$ cat src/rtl/mdu_pkg.sv
// Shared constants and types for the multiply/divide unit.
package mdu_pkg;
    localparam int BYTE_W = 8;
    localparam logic [7:0] STATUS_DONE = 8'h80;

    typedef enum logic {
        MATH_UNSIGNED = 1'b0,
        MATH_SIGNED   = 1'b1
    } math_mode_e;
endpackage

$ cat src/rtl/mdu_mult.sv
// Combinational OPW x OPW multiplier with a signed/unsigned selector.
// Assumes the caller registers the 2*OPW-bit product.
module mdu_mult #(
    parameter int OPW = 16
) (
    input  mdu_pkg::math_mode_e mode,
    input  logic [OPW-1:0]      op_a,
    input  logic [OPW-1:0]      op_b,
    output logic [2*OPW-1:0]    prod
);
    localparam int PW = 2 * OPW;

    logic [PW-1:0] ext_a;
    logic [PW-1:0] ext_b;

    // Sign- or zero-extend both operands, then keep the low PW bits of the product.
    always_comb begin
        if (mode == mdu_pkg::MATH_SIGNED) begin
            ext_a = {{OPW{op_a[OPW-1]}}, op_a};
            ext_b = {{OPW{op_b[OPW-1]}}, op_b};
        end else begin
            ext_a = {{OPW{1'b0}}, op_a};
            ext_b = {{OPW{1'b0}}, op_b};
        end
        prod = ext_a * ext_b;
    end
endmodule

$ cat src/rtl/mdu_div.sv
// Iterative restoring divider: a 2*OPW-bit dividend over an OPW-bit divisor,
// one quotient bit per clock, 2*OPW steps after the start edge.
// Signed mode divides magnitudes and fixes signs on the final step.
// A zero divisor gives quotient 0 and the dividend's low OPW bits as remainder.
// Assumes start and abort are single-cycle strobes; abort wins over start.
module mdu_div #(
    parameter int OPW = 16
) (
    input  logic                clk,
    input  logic                rst_n,
    input  logic                start,
    input  logic                abort,
    input  mdu_pkg::math_mode_e mode,
    input  logic [2*OPW-1:0]    dividend,
    input  logic [OPW-1:0]      divisor,
    output logic                busy,
    output logic                done,
    output logic [2*OPW-1:0]    quot,
    output logic [OPW-1:0]      rem
);
    localparam int DW    = 2 * OPW;
    localparam int CNT_W = $clog2(DW);
    localparam logic [CNT_W-1:0] LAST_STEP = CNT_W'(DW - 1);

    logic             busy_q;
    logic [CNT_W-1:0] step_q;
    logic [DW-1:0]    quo_q;
    logic [OPW-1:0]   acc_q;
    logic [OPW-1:0]   dvs_q;
    logic             negq_q;
    logic             negr_q;
    logic             zero_q;
    logic [OPW-1:0]   zlow_q;

    logic           dvd_neg;
    logic           dvs_neg;
    logic [DW-1:0]  dvd_mag;
    logic [OPW-1:0] dvs_mag;
    logic [OPW:0]   shifted;
    logic           take;
    logic [OPW-1:0] acc_nx;
    logic [DW-1:0]  quo_nx;
    logic [DW-1:0]  q_fix;
    logic [OPW-1:0] r_fix;

    // Operand magnitudes and sign flags captured at start.
    always_comb begin
        dvd_neg = (mode == mdu_pkg::MATH_SIGNED) && dividend[DW-1];
        dvs_neg = (mode == mdu_pkg::MATH_SIGNED) && divisor[OPW-1];
        dvd_mag = dvd_neg ? (DW'(0) - dividend) : dividend;
        dvs_mag = dvs_neg ? (OPW'(0) - divisor) : divisor;
    end

    // One restoring step: shift in the next dividend bit, subtract if it fits.
    always_comb begin
        shifted = {acc_q, quo_q[DW-1]};
        take    = (shifted >= {1'b0, dvs_q});
        acc_nx  = take ? OPW'(shifted - {1'b0, dvs_q}) : shifted[OPW-1:0];
        quo_nx  = {quo_q[DW-2:0], take};
    end

    // Sign correction and divide-by-zero substitution on the final step's values.
    always_comb begin
        q_fix = negq_q ? (DW'(0) - quo_nx) : quo_nx;
        r_fix = negr_q ? (OPW'(0) - acc_nx) : acc_nx;
        quot  = zero_q ? '0 : q_fix;
        rem   = zero_q ? zlow_q : r_fix;
    end

    assign busy = busy_q;
    assign done = busy_q && (step_q == LAST_STEP) && !start && !abort;

    // Sequencer: load on start, one step per cycle, stop on the last step or on abort.
    always_ff @(posedge clk) begin
        if (!rst_n) begin
            busy_q <= 1'b0;
            step_q <= '0;
            quo_q  <= '0;
            acc_q  <= '0;
            dvs_q  <= '0;
            negq_q <= 1'b0;
            negr_q <= 1'b0;
            zero_q <= 1'b0;
            zlow_q <= '0;
        end else if (abort) begin
            busy_q <= 1'b0;
        end else if (start) begin
            busy_q <= 1'b1;
            step_q <= '0;
            quo_q  <= dvd_mag;
            acc_q  <= '0;
            dvs_q  <= dvs_mag;
            negq_q <= dvd_neg ^ dvs_neg;
            negr_q <= dvd_neg;
            zero_q <= (divisor == '0);
            zlow_q <= dividend[OPW-1:0];
        end else if (busy_q) begin
            quo_q  <= quo_nx;
            acc_q  <= acc_nx;
            step_q <= step_q + 1'b1;
            if (step_q == LAST_STEP) begin
                busy_q <= 1'b0;
            end
        end
    end

    // an accepted start begins a fresh run from step zero.
    a_r4_start_loads: assert property (@(posedge clk) disable iff (!rst_n)
        (start && !abort) |=> (busy && step_q == '0));

    // a cancel leaves the divider idle.
    a_r8_abort_idles: assert property (@(posedge clk) disable iff (!rst_n)
        abort |=> !busy);
endmodule

$ cat src/rtl/mdu_flag.sv
// Completion flag: a set wins over clears raised in the same cycle.
// Assumes set and the clear requests are single-cycle strobes.
module mdu_flag (
    input  logic clk,
    input  logic rst_n,
    input  logic set,
    input  logic clr_start,
    input  logic clr_read,
    output logic flag
);
    // Hold, set or clear the flag.
    always_ff @(posedge clk) begin
        if (!rst_n) begin
            flag <= 1'b0;
        end else if (set) begin
            flag <= 1'b1;
        end else if (clr_start || clr_read) begin
            flag <= 1'b0;
        end
    end

    // a status read without a concurrent completion clears the flag.
    a_r7_read_clears: assert property (@(posedge clk) disable iff (!rst_n)
        (clr_read && !set) |=> !flag);

    // completion is never lost to a concurrent clear.
    a_r9_set_wins: assert property (@(posedge clk) disable iff (!rst_n)
        set |=> flag);
endmodule

$ cat src/rtl/mdu_top.sv
// Register-mapped multiply/divide unit with a byte-wide bus port.
// Offsets are derived from OPW: dividend, multiplier, divisor, result,
// remainder, control, status. With OPW=16 these are 0-3, 4-5, 6-7, 8-11,
// 12-13, 14 and 15.
// Assumes OPW is a multiple of 8 and at least 16, at most one write per cycle,
// and ADDR_W wide enough for every offset.
module mdu_top #(
    parameter int OPW    = 16,
    parameter int ADDR_W = 4
) (
    input  logic              clk,
    input  logic              rst_n,
    input  logic              wr_en,
    input  logic              rd_en,
    input  logic [ADDR_W-1:0] addr,
    input  logic [7:0]        wdata,
    output logic [7:0]        rdata
);
    import mdu_pkg::*;

    localparam int DW        = 2 * OPW;
    localparam int DVD_BYTES = DW / BYTE_W;
    localparam int OP_BYTES  = OPW / BYTE_W;
    localparam int DVD_BASE  = 0;
    localparam int MLT_BASE  = DVD_BASE + DVD_BYTES;
    localparam int DVS_BASE  = MLT_BASE + OP_BYTES;
    localparam int RES_BASE  = DVS_BASE + OP_BYTES;
    localparam int REM_BASE  = RES_BASE + DVD_BYTES;
    localparam int CTRL_ADDR = REM_BASE + OP_BYTES;
    localparam int STAT_ADDR = CTRL_ADDR + 1;

    logic [DW-1:0]  dvd_q;
    logic [OPW-1:0] mlt_q;
    logic [OPW-1:0] dvs_q;
    logic [DW-1:0]  res_q;
    logic [OPW-1:0] rem_q;
    logic [7:0]     ctrl_q;

    logic [DVD_BYTES-1:0] dvd_we;
    logic [OP_BYTES-1:0]  mlt_we;
    logic [OP_BYTES-1:0]  dvs_we;
    logic ctrl_we;
    logic stat_rd;
    logic mul_go;
    logic div_go;
    logic div_busy;
    logic div_done;
    logic flag;
    math_mode_e     mode;
    logic [OPW-1:0] mul_b;
    logic [OPW-1:0] div_b;
    logic [DW-1:0]  prod;
    logic [DW-1:0]  dquot;
    logic [OPW-1:0] drem;

    // Per-byte write decode for the dividend lanes.
    for (genvar gi = 0; gi < DVD_BYTES; gi++) begin : g_dvd_we
        assign dvd_we[gi] = wr_en && (addr == ADDR_W'(DVD_BASE + gi));
    end

    // Per-byte write decode for the multiplier and divisor lanes.
    for (genvar gj = 0; gj < OP_BYTES; gj++) begin : g_op_we
        assign mlt_we[gj] = wr_en && (addr == ADDR_W'(MLT_BASE + gj));
        assign dvs_we[gj] = wr_en && (addr == ADDR_W'(DVS_BASE + gj));
    end

    assign ctrl_we = wr_en && (addr == ADDR_W'(CTRL_ADDR));
    assign stat_rd = rd_en && (addr == ADDR_W'(STAT_ADDR));
    assign mul_go  = mlt_we[OP_BYTES-1];
    assign div_go  = dvs_we[OP_BYTES-1];
    assign mode    = math_mode_e'(ctrl_q[0]);

    // The triggering write supplies the top byte straight from the bus.
    assign mul_b = {wdata, mlt_q[OPW-BYTE_W-1:0]};
    assign div_b = {wdata, dvs_q[OPW-BYTE_W-1:0]};

    mdu_mult #(.OPW(OPW)) u_mult (
        .mode (mode),
        .op_a (dvd_q[OPW-1:0]),
        .op_b (mul_b),
        .prod (prod)
    );

    mdu_div #(.OPW(OPW)) u_div (
        .clk      (clk),
        .rst_n    (rst_n),
        .start    (div_go),
        .abort    (ctrl_we || mul_go),
        .mode     (mode),
        .dividend (dvd_q),
        .divisor  (div_b),
        .busy     (div_busy),
        .done     (div_done),
        .quot     (dquot),
        .rem      (drem)
    );

    mdu_flag u_flag (
        .clk       (clk),
        .rst_n     (rst_n),
        .set       (mul_go || div_done),
        .clr_start (div_go),
        .clr_read  (stat_rd),
        .flag      (flag)
    );

    // Control byte: holds the mode and reads back as written.
    always_ff @(posedge clk) begin
        if (!rst_n) begin
            ctrl_q <= '0;
        end else if (ctrl_we) begin
            ctrl_q <= wdata;
        end
    end

    // Operand bytes: written lane by lane, wiped by a control write.
    always_ff @(posedge clk) begin
        if (!rst_n || ctrl_we) begin
            dvd_q <= '0;
            mlt_q <= '0;
            dvs_q <= '0;
        end else begin
            for (int i = 0; i < DVD_BYTES; i++) begin
                if (dvd_we[i]) dvd_q[i*BYTE_W +: BYTE_W] <= wdata;
            end
            for (int j = 0; j < OP_BYTES; j++) begin
                if (mlt_we[j]) mlt_q[j*BYTE_W +: BYTE_W] <= wdata;
                if (dvs_we[j]) dvs_q[j*BYTE_W +: BYTE_W] <= wdata;
            end
        end
    end

    // Result and remainder: loaded by a multiply or a divide completion.
    always_ff @(posedge clk) begin
        if (!rst_n || ctrl_we) begin
            res_q <= '0;
            rem_q <= '0;
        end else if (mul_go) begin
            res_q <= prod;
        end else if (div_done) begin
            res_q <= dquot;
            rem_q <= drem;
        end
    end

    // Read mux over every offset; unmapped offsets read zero.
    always_comb begin
        rdata = '0;
        for (int i = 0; i < DVD_BYTES; i++) begin
            if (addr == ADDR_W'(DVD_BASE + i)) rdata = dvd_q[i*BYTE_W +: BYTE_W];
            if (addr == ADDR_W'(RES_BASE + i)) rdata = res_q[i*BYTE_W +: BYTE_W];
        end
        for (int j = 0; j < OP_BYTES; j++) begin
            if (addr == ADDR_W'(MLT_BASE + j)) rdata = mlt_q[j*BYTE_W +: BYTE_W];
            if (addr == ADDR_W'(DVS_BASE + j)) rdata = dvs_q[j*BYTE_W +: BYTE_W];
            if (addr == ADDR_W'(REM_BASE + j)) rdata = rem_q[j*BYTE_W +: BYTE_W];
        end
        if (addr == ADDR_W'(CTRL_ADDR)) rdata = ctrl_q;
        if (addr == ADDR_W'(STAT_ADDR)) rdata = flag ? STATUS_DONE : 8'h00;
    end

    // a control write leaves every operand and result register at zero.
    a_r8_ctrl_wipes: assert property (@(posedge clk) disable iff (!rst_n)
        ctrl_we |=> (dvd_q == '0 && mlt_q == '0 && dvs_q == '0 &&
                     res_q == '0 && rem_q == '0));

    // a multiply sets the flag on the next edge and cancels any divide.
    a_r2_mul_flags: assert property (@(posedge clk) disable iff (!rst_n)
        mul_go |=> (flag && !div_busy));

    // a divide completion is visible in the flag on the next cycle.
    a_r9_div_sets_flag: assert property (@(posedge clk) disable iff (!rst_n)
        div_done |=> flag);
endmodule

$ cat config.mk
export PLATFORM = sky130hd
export DESIGN_NAME = mdu_top
export DESIGN_NICKNAME = d
export VERILOG_FILES = /design/src/rtl/mdu_pkg.sv /design/src/rtl/mdu_mult.sv /design/src/rtl/mdu_div.sv /design/src/rtl/mdu_flag.sv /design/src/rtl/mdu_top.sv
export SDC_FILE = /design/constraint.sdc
export NUM_CORES = 2
export LEC_CHECK = 0
export BUFFER_PORTS_ARGS = -buffer_cell sky130_fd_sc_hd__buf_2
export CORE_AREA = 10 10 248 250
export CTS_CLUSTER_DIAMETER = 40
export DETAILED_ROUTE_END_ITERATION = 6
export DIE_AREA = 0 0 258 260
export PLACE_DENSITY = 0.67
export SYNTH_ARGS = -nofsm -noshare
export SYNTH_HDL_FRONTEND = slang
export SYNTH_SLANG_ARGS = --single-unit
$ cat constraint.sdc
create_clock -name clk -period 15.6 [get_ports clk]
set_clock_uncertainty 0.05 [all_clocks]
set_input_delay 4.68 -clock clk [delete_from_list [all_inputs] [get_ports clk]]
set_output_delay 4.68 -clock clk [all_outputs]
set_load 0.01 [all_outputs]
# ---- Yosys cells after proc, flatten, opt, wreduce, memory -nomap -nowiden
# Index checks and enable logic that the tools add are counted.
dict set report word_totals {
  output_inout_bits 8
  word_cells 119
  regBits 210
  in_bits 16
}
dict set report op_classes {
  muxes 39
  reduce_logical 31
  eq_ne 16
  bitwise_logic 4
  multipliers 1
  order_cmp 1
  n_addsub 6
}
# op count
set ops {}
lappend ops {{2-to-1 mux 32 bit} 9}
lappend ops {{2-to-1 mux 8 bit} 17}
lappend ops {{2-to-1 mux 16 bit} 6}
lappend ops {{subtractor 1 x 32 -> 32 bit (first input constant)} 2}
lappend ops {{== test 4 bit (second input constant)} 8}
lappend ops {{multiplier 32 x 32 -> 32 bit} 1}
lappend ops {{subtractor 1 x 16 -> 16 bit (first input constant)} 2}
lappend ops {{greater-or-equal comparator 17 x 16 -> 1 bit} 1}
lappend ops {{== test 4 x 3 -> 1 bit (second input constant)} 4}
lappend ops {{zero test 16 bit} 1}
lappend ops {{subtractor 16 bit} 1}
lappend ops {{logical AND 1 bit} 15}
lappend ops {{2-to-1 mux 5 bit} 2}
lappend ops {{== test 4 x 2 -> 1 bit (second input constant)} 2}
lappend ops {{AND reduction 2 bit} 3}
lappend ops {{nonzero test 2 bit} 3}
lappend ops {{adder 5 x 1 -> 5 bit (second input constant)} 1}
lappend ops {{== test 5 bit (second input constant)} 1}
lappend ops {{2-to-1 mux 1 bit} 5}
lappend ops {{== test 4 x 1 -> 1 bit (second input constant)} 1}
lappend ops {{zero test 4 bit} 1}
lappend ops {{logical OR 1 bit} 4}
lappend ops {{zero test 1 bit} 3}
lappend ops {{inverter 1 bit} 3}
lappend ops {{other kinds (2)} 2}

# ---- Logic depth before layout (Yosys ltp)
dict set report logic_depth {
  word_depth 17
  ltp_mapped 31
  ltp_nobuf 28
}

# ---- Cells and area by module
# From an unflattened synthesis, not the netlist that was laid out.
dict set report hier_totals {
  hier_cells 3005
  hier_area_um2 25732.2
}
# mod n_inst area_each_um2 cells_per_inst seq_area_each_um2
set by_module_without_submodules {}
lappend by_module_without_submodules {mdu_mult 1 12911.1 1368 0.0}
lappend by_module_without_submodules {mdu_div 1 6662.6 906 1781.7}
lappend by_module_without_submodules {mdu_top 1 6118.4 728 2402.3}
lappend by_module_without_submodules {mdu_flag 1 40.0 3 20.0}

# ---- Least setup slack after synthesis
# OpenSTA, ideal clock, no wires.
dict set report synth_path {
  path_kind {input to register}
  startpoint {input wdata[0]}
  endpoint {register res_q[31]}
  path_slack_ns 3.992
  n_path_buf 2
  arrival_ns 11.431
  required_time_ns 15.423
  stages 25
  setup_ns 0.127
  cell_sequence {clkbuf_1 buf_1 nand2_1 fa_1 inv_1 fa_1 fa_1 inv_1 fa_1 inv_1 fa_1 fa_1 fa_1 fa_1 ha_1 a21o_1 a21o_1 a211o_1 nor3_1 nand3_1 o211ai_1 o21ai_0 or4b_2 nand4_1 o21ai_1}
}
dict set report synth_via {
  elab_chain_cells 3
}
# item line
set synth_rtl {}
lappend synth_rtl {{from (decl)} mdu_top.sv:16} ;# input logic [7:0] wdata,
lappend synth_rtl {{2-to-1 mux 32 bit} mdu_mult.sv:18} ;# if (mode == mdu_pkg::MATH_SIGNED) begin
lappend synth_rtl {{multiplier 32 x 32 -> 32 bit} mdu_mult.sv:25} ;# prod = ext_a * ext_b;
lappend synth_rtl {{2-to-1 mux 32 bit} mdu_top.sv:138} ;# end else if (mul_go) begin
lappend synth_rtl {{to (signal assigned)} mdu_top.sv:139} ;# res_q <= prod;
lappend synth_rtl {{to (signal assigned)} mdu_top.sv:141} ;# res_q <= dquot;
lappend synth_rtl {{to (decl)} mdu_top.sv:35} ;# logic [DW-1:0] res_q;
# No other way between the ends.
# A chain may end at the register's enable or synchronous reset.

# ---- Worst setup path in the final report
dict set report layout_path {
  startpoint {input addr[0]}
  endpoint {output rdata[2]}
}
dict set report layout_via {
  elab_chain_cells 17
  elab_cells_between_ends 32
  cone_classes {eq/ne: 15; mux: 16; reduce/logical: 1}
}
# item line
set layout_rtl {}
lappend layout_rtl {{from (decl)} mdu_top.sv:15} ;# input logic [ADDR_W-1:0] addr,
lappend layout_rtl {{zero test 4 bit} mdu_top.sv:150} ;# if (addr == ADDR_W'(DVD_BASE + i)) rdata = dvd_q[i*BYTE_W +: BYTE_W];
lappend layout_rtl {{2-to-1 mux 8 bit} mdu_top.sv:150}
lappend layout_rtl {{2-to-1 mux 8 bit} mdu_top.sv:151} ;# if (addr == ADDR_W'(RES_BASE + i)) rdata = res_q[i*BYTE_W +: BYTE_W];
lappend layout_rtl {{2-to-1 mux 8 bit} mdu_top.sv:150}
lappend layout_rtl {{2-to-1 mux 8 bit} mdu_top.sv:151}
lappend layout_rtl {{2-to-1 mux 8 bit} mdu_top.sv:150}
lappend layout_rtl {{2-to-1 mux 8 bit} mdu_top.sv:151}
lappend layout_rtl {{2-to-1 mux 8 bit} mdu_top.sv:150}
lappend layout_rtl {{2-to-1 mux 8 bit} mdu_top.sv:151}
lappend layout_rtl {{2-to-1 mux 8 bit} mdu_top.sv:154} ;# if (addr == ADDR_W'(MLT_BASE + j)) rdata = mlt_q[j*BYTE_W +: BYTE_W];
lappend layout_rtl {{2-to-1 mux 8 bit} mdu_top.sv:155} ;# if (addr == ADDR_W'(DVS_BASE + j)) rdata = dvs_q[j*BYTE_W +: BYTE_W];
lappend layout_rtl {{2-to-1 mux 8 bit} mdu_top.sv:156} ;# if (addr == ADDR_W'(REM_BASE + j)) rdata = rem_q[j*BYTE_W +: BYTE_W];
lappend layout_rtl {{2-to-1 mux 8 bit} mdu_top.sv:154}
lappend layout_rtl {{2-to-1 mux 8 bit} mdu_top.sv:155}
lappend layout_rtl {{2-to-1 mux 8 bit} mdu_top.sv:156}
lappend layout_rtl {{2-to-1 mux 8 bit} mdu_top.sv:158} ;# if (addr == ADDR_W'(CTRL_ADDR)) rdata = ctrl_q;
lappend layout_rtl {{2-to-1 mux 8 bit (*)} mdu_top.sv:159} ;# if (addr == ADDR_W'(STAT_ADDR)) rdata = flag ? STATUS_DONE : 8'h00;
lappend layout_rtl {{to (decl)} mdu_top.sv:17} ;# output logic [7:0] rdata
# Every way passes the cells marked *; elsewhere a longest branch is shown, timed or not.

==> metrics.txt <==
# TYPE chip_impl_metric gauge
chip_impl_metric{name="dp_hpwl",unit="um"} 57000
chip_impl_metric{name="maxSlewHeadroom",unit="%"} 23.3
chip_impl_metric{name="cts_htree_levels",unit=""} 1
chip_impl_metric{name="average_cell_area_after_synthesis",unit="um^2"} 8.45
chip_impl_metric{name="design_area",unit="um^2"} 26800
chip_impl_metric{name="detail_route.wl_per_cell",unit="um"} 21.4
chip_impl_metric{name="grt_pass1_vias",unit=""} 21200
chip_impl_info{name="post_synth_most_frequent_cells",value="384 x sky130_fd_sc_hd__nand2_1, 360 x sky130_fd_sc_hd__inv_1, 335 x sky130_fd_sc_hd__fa_1"} 1
chip_impl_metric{name="cts_hold_buffers_added",unit=""} 0
chip_impl_metric{name="pin_count_of_the_biggest_net_entering_global_routing",unit=""} 93
chip_impl_metric{name="dp_cells",unit=""} 3605
chip_impl_info{name="startpoint_type",value="primary input"} 1
chip_impl_metric{name="postSynthRegisterBits",unit=""} 210
chip_impl_metric{name="min_tclk_post_route",unit="ns"} 12.15
chip_impl_metric{name="pleak",unit="nW"} 12.7
chip_impl_metric{name="number_of_cell_rows",unit=""} 87
chip_impl_info{name="synth.top_cells.by_area",value="sky130_fd_sc_hd__fa_1 27%, sky130_fd_sc_hd__dfxtp_1 17%, sky130_fd_sc_hd__ha_1 7.5%, sky130_fd_sc_hd__nand2_1 5.7%, sky130_fd_sc_hd__inv_1 5.4%"} 1
chip_impl_metric{name="die_footprint",unit="um^2"} 67100
chip_impl_info{name="cell_breakdown_of_the_critical_path",value="buf_2 > buf_4 > clkinv_1 > nor2_1 > nand2_1 > nand2_1 > a22oi_1 > nand2_1 > o21ai_0 > a31oi_1 > buf_2"} 1
chip_impl_metric{name="clk_pin_slew_worst_paths",unit="ns"} 0.06
chip_impl_metric{name="postCtsSetupBuffers",unit=""} 0
chip_impl_metric{name="placed_cell_area",unit="um^2"} 25800
chip_impl_metric{name="synth_fp_nets",unit=""} 3481
chip_impl_metric{name="groute.usage.overall",unit="%"} 23.1
chip_impl_info{name="outcome",value="finished clean"} 1
chip_impl_metric{name="post_synthesis_async_set_or_reset_flop_share",unit="%"} 0
chip_impl_metric{name="report.final.hold_viol_count",unit=""} 0
chip_impl_metric{name="grt_overflow_total",unit=""} 0
chip_impl_metric{name="die_w",unit="um"} 258
chip_impl_metric{name="numClockSinks",unit=""} 210
chip_impl_metric{name="synthToLayoutAreaGrowth",unit="%"} 6.63
chip_impl_metric{name="coreArea",unit="um^2"} 56300
chip_impl_metric{name="yosys_warnings",unit=""} 0
chip_impl_metric{name="worst_skew_pair.late_latency",unit="ns"} 0.58
chip_impl_metric{name="cts_made_buffers",unit=""} 29
chip_impl_metric{name="worst-slew-pin-transition",unit="ns"} 1.15
chip_impl_metric{name="chipHeight",unit="um"} 260
chip_impl_metric{name="critPathMaxFanout",unit=""} 34
chip_impl_metric{name="detailroute.via_count",unit=""} 21200
chip_impl_metric{name="ios",unit=""} 24
chip_impl_metric{name="initial_core_util",unit="%"} 44.7
chip_impl_info{name="postSynth.topFlopCell",value="sky130_fd_sc_hd__dfxtp_1"} 1
chip_impl_metric{name="gp_routability_congestion",unit=""} 0.966
chip_impl_info{name="synthDominantAreaCellType",value="sky130_fd_sc_hd__fa_1"} 1
chip_impl_metric{name="fraction_of_final_layout_cells_with_drive_strength_greater_than_1",unit="%"} 5.10
chip_impl_metric{name="stdcell_count",unit=""} 3659
chip_impl_metric{name="total_wire_length_after_detailed_routing",unit="um"} 78200
chip_impl_metric{name="power.density_cell_area",unit="nW/um^2"} 55.8
chip_impl_metric{name="drt_pass1_iterations",unit=""} 7
chip_impl_metric{name="clock_tree.buffer_depth",unit=""} 3
chip_impl_metric{name="n_fill_cell",unit=""} 5415
chip_impl_metric{name="worst_ep_arrival_time",unit="ns"} 7.42
chip_impl_info{name="worst_path_max_delay_cell",value="sky130_fd_sc_hd__nor2_1"} 1
chip_impl_metric{name="drtAntennaViolNets",unit=""} 0
chip_impl_info{name="path_class",value="primary input to output pin"} 1
chip_impl_metric{name="first_pass_grt_wire_length",unit="um"} 122000
chip_impl_metric{name="ys_types",unit=""} 77
chip_impl_metric{name="finalPower",unit="mW"} 1.50
chip_impl_info{name="ctsRootBufferMaster",value="sky130_fd_sc_hd__clkbuf_16"} 1
chip_impl_metric{name="synth_enable_flop_cells",unit=""} 0
chip_impl_metric{name="cts_resized",unit=""} 0
chip_impl_metric{name="max-cap-violations",unit=""} 0
chip_impl_metric{name="ir_drop",unit="mV"} 0.0631
chip_impl_info{name="rsz0062_at_grt",value="false"} 1
chip_impl_metric{name="antenna_found_initial",unit=""} 1
chip_impl_info{name="crit_path_end_kind",value="output pin"} 1
chip_impl_info{name="path_common_cell",value="sky130_fd_sc_hd__nand2_1"} 1
chip_impl_metric{name="max_clock_freq",unit="GHz"} 0.0823
chip_impl_metric{name="postSynthCellCount",unit=""} 2980
chip_impl_metric{name="drt_iter0_markers",unit=""} 2155
chip_impl_metric{name="synth_top_area_share",unit="%"} 26.6
chip_impl_metric{name="timing.final.crit_share",unit="%"} 77.9
chip_impl_info{name="worst_hold_path_type",value="register to register"} 1
chip_impl_info{name="most_numerous_cell_in_the_yosys_netlist",value="sky130_fd_sc_hd__nand2_1"} 1
chip_impl_metric{name="syn-cell-area",unit="um^2"} 25200
chip_impl_metric{name="final_nets",unit=""} 3381
chip_impl_metric{name="number_of_slew_limit_violations_in_the_final_report",unit=""} 0
chip_impl_metric{name="post_drt_via_cell_ratio",unit=""} 5.80
chip_impl_metric{name="synth_sequential_area_ratio",unit="%"} 16.7
chip_impl_info{name="cts_tree",value="yes"} 1
chip_impl_metric{name="number_of_port_buffers",unit=""} 23
chip_impl_metric{name="required",unit="ns"} 10.87
chip_impl_metric{name="finalSetupViolations",unit=""} 0
chip_impl_metric{name="max_stage_delay",unit="ns"} 0.66
chip_impl_metric{name="drc_errors",unit=""} 0
chip_impl_metric{name="setup_total_negative_slack",unit="ns"} 0
## critical path: cells and delay by family
| family | cells | cell delay (ns) |
|---|---|---|
| AOI/OAI and AO/OA | 3 | 0.57 |
| and+or+nand+nor | 4 | 0.99 |
| buffers and inverters | 4 | 1.15 |
## per-stage QoR
step / util [%] / hold slack (ns) / setup slack [ns]
final: 47.7 / 0.410 / 3.45
after global placement: 45.9 / 0.390 / 3.30
after detailed placement: 45.9 / 0.398 / 3.14
after CTS: 47.7 / 0.406 / 3.65
after floorplan: - / 0.383 / 3.99
after global routing: 47.7 / 0.421 / 3.33
## cell families after synthesis
| family | share of synthesized area, % |
|---|---|
| mux | 2.41 |
| xor+xnor | 5.57 |
| compound gates | 13.6 |
| fa+ha+maj | 34.1 |
| buf+inv | 8.32 |
| simple gates | 19.3 |
| flops | 16.7 |
## area by class of cell
type	count	area [um^2]	area share, %
inverters	362	1360	5.06
clock buffers	31	733	2.73
flip-flops and latches	210	4210	15.7
clock inverters	22	267	0.993
well taps	756	946	3.52
diodes	1	2.50	0.00932
multi-input cells	2213	18900	70.4
repair buffers	64	423	1.58
## cells in the final DEF, fill, tap and decap left out, types with 29 or more instances in the layout
cell	netlist	layout
sky130_fd_sc_hd__nand2_1	384	383
sky130_fd_sc_hd__inv_1	360	360
sky130_fd_sc_hd__fa_1	335	335
sky130_fd_sc_hd__dfxtp_1	210	209
sky130_fd_sc_hd__and2_1	198	198
sky130_fd_sc_hd__ha_1	150	150
sky130_fd_sc_hd__a21oi_1	145	145
sky130_fd_sc_hd__nor2_1	143	140
sky130_fd_sc_hd__xnor2_1	103	103
sky130_fd_sc_hd__nand3_1	86	85
sky130_fd_sc_hd__o21ai_0	73	73
sky130_fd_sc_hd__xor2_1	57	57
sky130_fd_sc_hd__mux2i_1	50	50
sky130_fd_sc_hd__and3_1	43	42
sky130_fd_sc_hd__buf_4	0	41
sky130_fd_sc_hd__nor3_1	37	37
sky130_fd_sc_hd__a211oi_1	31	31
sky130_fd_sc_hd__clkbuf_16	0	29
## sequential cells by signal (all words and copies together), names as in the netlist, 16 cells and up
name	cells
res_q	32
dvd_q	32
u_div.acc_q	16
u_div.dvs_q	16
u_div.zlow_q	16
mlt_q	16
u_div.quo_q	32
rem_q	16
dvs_q	16
## final timing paths
| kind | from | end | cells after the start | slack (ns) |
|---|---|---|---|---|
| max | addr[0] | rdata[2] | 11 | 3.45 |
| min | mlt_q[14]$_SDFFE_PP0P_ | mlt_q[14]$_SDFFE_PP0P_ | 2 | 0.41 |
| max reg2reg | mlt_q[3]$_SDFFE_PP0P_ | res_q[31]$_SDFFE_PP0P_ | 24 | 6.99 |
| min reg2reg | mlt_q[14]$_SDFFE_PP0P_ | mlt_q[14]$_SDFFE_PP0P_ | 2 | 0.41 |
## power by group
group	switching (mW)	internal [mW]	total [mW]
sequential	0.00982	0.544	0.553
combinational	0.169	0.0840	0.253
clock	0.288	0.404	0.692
total	0.466	1.03	1.50
## metal layers
metal / share of wire, % / vias up / GRT usage [%]
met2: 46 / 926 / 37.7
met5: 0.014 / - / 0
li1: - / 9545 / -
met4: 3.1 / 2 / 7.17
met3: 8.3 / 143 / 3.52
met1: 42 / 10600 / 31.1
Power figures use the tool's default switching activity.
